==> src/rtl/lin_irq_pkg.sv <==
package lin_irq_pkg;
  localparam int DATA_W   = 8;
  localparam int ADDR_W   = 2;
  localparam int ERR_W    = 6;
  localparam int FLAG_W   = 4;
  localparam int BIT_RX   = 0;
  localparam int BIT_TX   = 1;
  localparam int BIT_ID   = 2;
  localparam int BIT_ERR  = 3;
  localparam logic [ADDR_W-1:0] ADDR_STATUS = 2'd0;
  localparam logic [ADDR_W-1:0] ADDR_ENABLE = 2'd1;
  localparam logic [ADDR_W-1:0] ADDR_DETAIL = 2'd2;

  typedef enum logic [1:0] {
    SEL_NONE,
    SEL_STATUS,
    SEL_ENABLE,
    SEL_DETAIL
  } rdSel_e;

  typedef struct packed {
    logic [FLAG_W-1:0] clrMask;
    logic              wrEnable;
    logic [FLAG_W-1:0] enData;
    rdSel_e            rdSel;
  } ctrlStrobe_t;
endpackage

==> src/rtl/lin_irq_ctrl.sv <==
module lin_irq_ctrl
  import lin_irq_pkg::*;
(
  input  logic              uartMode,
  input  logic [ADDR_W-1:0] regAddr,
  input  logic              regRd,
  input  logic              regWr,
  input  logic [DATA_W-1:0] regWdata,
  input  logic              dataRd,
  input  logic              dataWr,
  output ctrlStrobe_t       strobe
);
  logic [FLAG_W-1:0] swClr;
  logic [FLAG_W-1:0] uartClr;

  always_comb begin
    swClr = '0;
    if (regWr && regAddr == ADDR_STATUS) swClr = regWdata[FLAG_W-1:0];
    uartClr = '0;
    if (uartMode) begin
      uartClr[BIT_RX]  = dataRd;
      uartClr[BIT_ERR] = dataRd;
      uartClr[BIT_TX]  = dataWr;
    end
  end

  always_comb begin
    strobe.clrMask  = swClr | uartClr;
    strobe.wrEnable = regWr && (regAddr == ADDR_ENABLE);
    strobe.enData   = regWdata[FLAG_W-1:0];
    if (!regRd)                        strobe.rdSel = SEL_NONE;
    else if (regAddr == ADDR_STATUS)   strobe.rdSel = SEL_STATUS;
    else if (regAddr == ADDR_ENABLE)   strobe.rdSel = SEL_ENABLE;
    else if (regAddr == ADDR_DETAIL)   strobe.rdSel = SEL_DETAIL;
    else                               strobe.rdSel = SEL_NONE;
  end
endmodule

==> src/rtl/lin_irq_dp.sv <==
module lin_irq_dp
  import lin_irq_pkg::*;
(
  input  logic              clk,
  input  logic              rstN,
  input  logic              evtId,
  input  logic              evtTx,
  input  logic              evtRx,
  input  logic [ERR_W-1:0]  evtErr,
  input  ctrlStrobe_t       strobe,
  output logic [FLAG_W-1:0] flags,
  output logic [ERR_W-1:0]  errDetail,
  output logic [FLAG_W-1:0] enableReg,
  output logic [DATA_W-1:0] rdData,
  output logic              irq
);
  logic [FLAG_W-1:0] setVec;
  logic [FLAG_W-1:0] plainFlags;

  assign setVec = {1'b0, evtId, evtTx, evtRx};

  // id, tx, rx flags: one sticky bit each, set beats clear
  for (genvar i = 0; i < BIT_ERR; i++) begin : g_flag
    always_ff @(posedge clk or negedge rstN) begin
      if (!rstN)               plainFlags[i] <= 1'b0;
      else if (setVec[i])      plainFlags[i] <= 1'b1;
      else if (strobe.clrMask[i]) plainFlags[i] <= 1'b0;
    end
  end
  assign plainFlags[BIT_ERR] = 1'b0;

  // error detail: clearing the error flag wipes all, new causes still land
  for (genvar k = 0; k < ERR_W; k++) begin : g_err
    always_ff @(posedge clk or negedge rstN) begin
      if (!rstN)                        errDetail[k] <= 1'b0;
      else if (evtErr[k])               errDetail[k] <= 1'b1;
      else if (strobe.clrMask[BIT_ERR]) errDetail[k] <= 1'b0;
    end
  end

  always_ff @(posedge clk or negedge rstN) begin
    if (!rstN)                enableReg <= '0;
    else if (strobe.wrEnable) enableReg <= strobe.enData;
  end

  always_comb begin
    flags          = plainFlags;
    flags[BIT_ERR] = |errDetail;
  end

  assign irq = |(flags & enableReg);

  always_comb begin
    unique case (strobe.rdSel)
      SEL_STATUS: rdData = DATA_W'(flags);
      SEL_ENABLE: rdData = DATA_W'(enableReg);
      SEL_DETAIL: rdData = DATA_W'(errDetail);
      default:    rdData = '0;
    endcase
  end
endmodule

==> src/rtl/lin_irq_status.sv <==
module lin_irq_status
  import lin_irq_pkg::*;
(
  input  logic              clk,
  input  logic              rstN,
  input  logic              uartMode,
  input  logic              evtId,
  input  logic              evtTx,
  input  logic              evtRx,
  input  logic [ERR_W-1:0]  evtErr,
  input  logic [ADDR_W-1:0] regAddr,
  input  logic              regRd,
  input  logic              regWr,
  input  logic [DATA_W-1:0] regWdata,
  output logic [DATA_W-1:0] regRdata,
  input  logic              dataRd,
  input  logic              dataWr,
  output logic              irqOut
);
  ctrlStrobe_t       strobe;
  logic [FLAG_W-1:0] flags;
  logic [ERR_W-1:0]  errDetail;
  logic [FLAG_W-1:0] enableReg;

  lin_irq_ctrl u_ctrl (
    .uartMode (uartMode),
    .regAddr  (regAddr),
    .regRd    (regRd),
    .regWr    (regWr),
    .regWdata (regWdata),
    .dataRd   (dataRd),
    .dataWr   (dataWr),
    .strobe   (strobe)
  );

  lin_irq_dp u_dp (
    .clk       (clk),
    .rstN      (rstN),
    .evtId     (evtId),
    .evtTx     (evtTx),
    .evtRx     (evtRx),
    .evtErr    (evtErr),
    .strobe    (strobe),
    .flags     (flags),
    .errDetail (errDetail),
    .enableReg (enableReg),
    .rdData    (regRdata),
    .irq       (irqOut)
  );
endmodule

==> config.mk <==
export PLATFORM = sky130hd
export DESIGN_NAME = lin_irq_status
export DESIGN_NICKNAME = d
export VERILOG_FILES = /design/src/rtl/lin_irq_pkg.sv /design/src/rtl/lin_irq_ctrl.sv /design/src/rtl/lin_irq_dp.sv /design/src/rtl/lin_irq_status.sv
export SDC_FILE = /design/constraint.sdc
export NUM_CORES = 1
export LEC_CHECK = 0
export BUFFER_PORTS_ARGS = -buffer_cell sky130_fd_sc_hd__buf_2
export CELL_PAD_IN_SITES_DETAIL_PLACEMENT = 1
export CELL_PAD_IN_SITES_GLOBAL_PLACEMENT = 2
export CORE_MARGIN = 2
export CORE_UTILIZATION = 27
export DETAILED_ROUTE_END_ITERATION = 16
export GPL_ROUTABILITY_DRIVEN = 0
export PLACE_DENSITY = 0.78
export SLEW_MARGIN = 40
export SYNTH_ARGS = -nofsm -noshare
export SYNTH_HDL_FRONTEND = slang
export SYNTH_SLANG_ARGS = --single-unit
==> constraint.sdc <==
create_clock -name clk -period 4.98 [get_ports clk]
set_clock_uncertainty 0.2 [all_clocks]
set_input_delay 0.996 -clock clk [delete_from_list [all_inputs] [get_ports clk]]
set_output_delay 0.996 -clock clk [all_outputs]
set_load 0.01 [all_outputs]
### Word-level counts from Yosys, hierarchy flattened

Index checks and enable logic that the tools add are counted.

* add/subtract/negate cells: 0
* multipliers: 0
* div/mod/pow operators: 0
* order comparisons: 0
* eq/ne operators: 5
* shifts and indexed selects: 0
* multiplexer cells: 21
* bitwise gates (word level): 2
* reductions and logical operators: 14

Operators by type and width (number)
* $pmux 6 s3: 1
* $reduce_bool 2->1: 9
* $mux 1: 14
* $mux 2: 5
* $eq 2x2->1 const B: 3
* $reduce_or 6->1: 1
* $and 4x4->4: 1
* $eq 2x1->1 const B: 2
* $mux 4: 1
* $or 4x4->4: 1
* $reduce_or 4->1: 1
* $logic_and 1x1->1: 2
* $logic_not 2->1: 1

* bits in registers: 13
* bits in latches: 0
* memory bits (writable): 0
* bits in read-only memories: 0
* output and inout bits: 9
* logic and storage cells: 52
* memories: 0

### Logic depth before layout (Yosys ltp)

* depth after elaboration: 7
* depth in mapped cells: 6
* depth with buffers taken out: 5

### Modules after synthesis

Synthesis repeated with hierarchy kept, for this count alone.

* cell total of the unflattened synthesis: 67
* area, all modules: 747.0 um2

Modules (own cells, without submodules)
* lin_irq_dp: times used 1, cells each 51, area an instance 614.3 um2
* lin_irq_ctrl: times used 1, cells each 16, area an instance 132.6 um2

### Worst setup path after synthesis

No wires, ideal clock.

* path type: input port to output port
* start point: input regAddr[0]
* end point: output regRdata[3]
* arrival: 2017 ps
* setup slack: 1767 ps
* stages on the path: 6
* buffers on the path: 1
* cell sequence: inv_1 -> ha_1 -> buf_6 -> o211a_4 -> a22o_1 -> a31o_1

* cells in the longest elaborated chain, start to end: 7
* elaborated cells between the ends (all ways): 11
* those cells by class: eq/ne: 5; mux: 5; reduce/logical: 1

Ends and longest elaborated chain
* from (decl): line lin_irq_status.sv:11 `input logic [ADDR_W-1:0] regAddr,`
* $eq 2x2->1: line lin_irq_ctrl.sv:34 `else if (regAddr == ADDR_DETAIL) strobe.rdSel = SEL_DETAIL;`
* $mux 2: line lin_irq_ctrl.sv:34
* $mux 2: line lin_irq_ctrl.sv:33 `else if (regAddr == ADDR_ENABLE) strobe.rdSel = SEL_ENABLE;`
* $mux 2 *: line lin_irq_ctrl.sv:32 `else if (regAddr == ADDR_STATUS) strobe.rdSel = SEL_STATUS;`
* $mux 2 *: line lin_irq_ctrl.sv:31 `if (!regRd) strobe.rdSel = SEL_NONE;`
* $eq 2x2->1 or $eq 2x1->1 (tied branches): line lin_irq_dp.sv:54 `unique case (strobe.rdSel)`
* $pmux 6 s3 *: line lin_irq_dp.sv:54
* to (decl): line lin_irq_status.sv:15 `output logic [DATA_W-1:0] regRdata,`

Mark *: on every way between the ends. The rest lies on a longest branch, timed or not.

### Final worst setup path

Ends and elaborated chain as after synthesis.

==> reports/metrics.csv <==
metric;value;unit
status;finished, final reports clean;
synth_area;694;sq um
num_rows;18;
max_freq;279;MHz
yosys_warnings;0;
cts_resized;0;
grt_pass1_wl;2690;microns
gr-usage-met2;0.198;
setup-violations-final;0;
synthMuxAreaShare;0.0649;
dr.pass1.iters;4;
worstMarginPinSlew;0.562;ns
final_common_cell;buf_2;
cp_slowest_cell;ha_1;
drive_above_1_share;0.446;
via_per_inst;4.75;
rsz0062_at_grt;no;
htreeDepth;1;
crit_family;adder cells;
synth_xor_area_frac;0;
yosysUniqueCellTypes;21;
synth_top_family_by_area;compound AO/OA/AOI/OAI gates;
layout_common_cells;28 x buf_2, 13 x dfrtp_1, 7 x nand2_1, 7 x a21o_1, 6 x nand3_1;
switchingPower;66.9;uW
dp_cells;118;
nNetsFinal;122;
ir_drop;171;uV
path_clk_slew;0.08;ns
start_util;0.283;
drt_iter0_markers;1;
syn_inst;62;
path_class;input port to output port;
cts_buffers;3;
cp.required;3.78;ns
seq_area_frac_synth;0.468;
core-area;2450;sq um
portBuffers;28;
end_kind;output port;
clock-sinks;13;
synth_compound_area_frac;0.223;
slew_viol_final;0;
io_pins;35;
cts_hold_buf;0;
clkPwrFrac;0.266;
cellLeakagePower;0.000425;uW
cap_violations;0;
p_per_area;276;nW/um^2
use_met1;0.176;
arrival;2.39;ns
cp_cell_sequence;buf_2 > inv_1 > ha_1 > and4bb_2 > a22o_1 > a31o_1 > buf_2;
ant_nets;0;
grt_max_degree;14;
slew_headroom;0.626;
avgSynthCellArea;11.2;sq um
finalHoldViolCount;0;
grtUsageMet3;0.0191;
clock_path_buffers;2;
vias;579;
path_max_fanout;10;
post_cts_buffers;0;
fin_setup_tns;0;ns
grt_usage;0.129;
fin_crit;3.58;ns
cp-start-kind;input port;
hold_path_class;flop to flop;
drc;0;
antenna_found_initial;0;
finalPower;242;uW
synth_seq_cells;13;
switching_share;0.276;
p_int;175;uW
synthSimpleGateAreaFrac;0.135;
layout.cells.non_filler;122;
cts_tree;yes;
p_seq_frac;0.523;
cpPeakStageDelay;0.39;ns
power_frac_comb;0.210;
n_antenna_cell;0;
fill_cells;302;
wl;1610;microns
synth-adder-area-share;0.0541;
grt_pass1_vias;602;
wl_per_cell;13.2;microns
grt-ovfl-total;0;
area_growth;26.1;%
fin_crit_sh;0.720;
gr-max-usage-layer;met2;
cp_common_cell;buf_2;
clk_latency;0.27;ns
dieHeight;54.7;microns
cp_num_buf_inv;3;
die_x;54.7;microns
cts-root-buf;clkbuf_4;
dieArea;2990;sq um
[layer usage]
layer  vias to the layer above  wire length, microns
met5                         -                     0
met4                         0                     6
met3                         2                    93
met2                        16                   805
met1                       275                   701
li1                        286                     -
[cell families after synthesis]
kind of cell,after synthesis
AOI/OAI and AO/OA,18
and+or+nand+nor,18
DFF,13
buffers and inverters,5
muxes,4
adders and majority gates,3
other,1
[power by group through the flow]
stage          registers (uW)  clock network, uW  logic (uW)
5_1_grt                   128               72.9        57.8
4_1_cts                   127               69.2        52.1
3_5_place_dp              129                  0        52.0
6_report                  127               64.5        50.9
2_1_floorplan             125                  0        31.8
3_3_place_gp              128                  0        50.5
[flip-flops by register name (all words and copies together) (netlist names)]
register,flops
u_dp.errDetail,6
u_dp.enableReg,4
u_dp.flags,3
[synthesized netlist by cell type]
master | n | area, sq um
a22oi_1 | 3 | 22.5
buf_4 | 2 | 15.0
conb_1 | 1 | 3.75
mux2_2 | 4 | 45.0
buf_6 | 1 | 11.3
ha_1 | 3 | 37.5
a32oi_1 | 1 | 8.76
and4bb_2 | 1 | 12.5
a22o_1 | 2 | 17.5
nand2_1 | 7 | 26.3
inv_1 | 2 | 7.51
a21o_1 | 7 | 52.6
a31o_2 | 2 | 17.5
a31o_1 | 1 | 8.76
a221o_1 | 1 | 10.0
nor2_1 | 1 | 3.75
o211a_4 | 1 | 17.5
dfrtp_1 | 13 | 325
and2_2 | 2 | 15.0
nor4_1 | 1 | 6.26
nand3_1 | 6 | 30.0
[layout make-up]
| cell class | instances | area, sq um | share of cell area |
|---|---|---|---|
| clock buffer | 4 | 26.3 | 0.0300 |
| inverter | 2 | 7.51 | 0.00857 |
| multi-input combinational | 45 | 339 | 0.387 |
| sequential | 13 | 325 | 0.371 |
| tap | 30 | 37.5 | 0.0429 |
| timing repair buffer | 28 | 140 | 0.160 |
[through the flow]
| step | setup slack, ns | instance area, sq um | util | hold slack, ns |
|---|---|---|---|---|
| floorplan | 1.77 | 698 | - | 0.264 |
| global placement | 1.40 | 850 | 0.346 | 0.287 |
| detailed placement | 1.37 | 850 | 0.346 | 0.301 |
| CTS | 1.37 | 876 | 0.357 | 0.320 |
| global route | 1.28 | 876 | 0.357 | 0.333 |
| finish | 1.40 | 876 | 0.357 | 0.311 |
[path summary, 6_finish.rpt]
path / start / end / slack, ns / cells after the start
setup / recovery: regAddr[0] / regRdata[3] / 1.40 / 7
hold / removal: u_dp.errDetail[5] / u_dp.errDetail[5] / 0.31 / 1
setup reg to reg: u_dp.enableReg[0] / u_dp.enableReg[0] / 3.99 / 1
hold reg to reg: u_dp.errDetail[5] / u_dp.errDetail[5] / 0.31 / 1
max in group asynchronous: rstN / u_dp.errDetail[1] / 3.96 / 1
min in group asynchronous: rstN / u_dp.errDetail[4] / 0.39 / 1
Power figures use the tool's default switching activity.
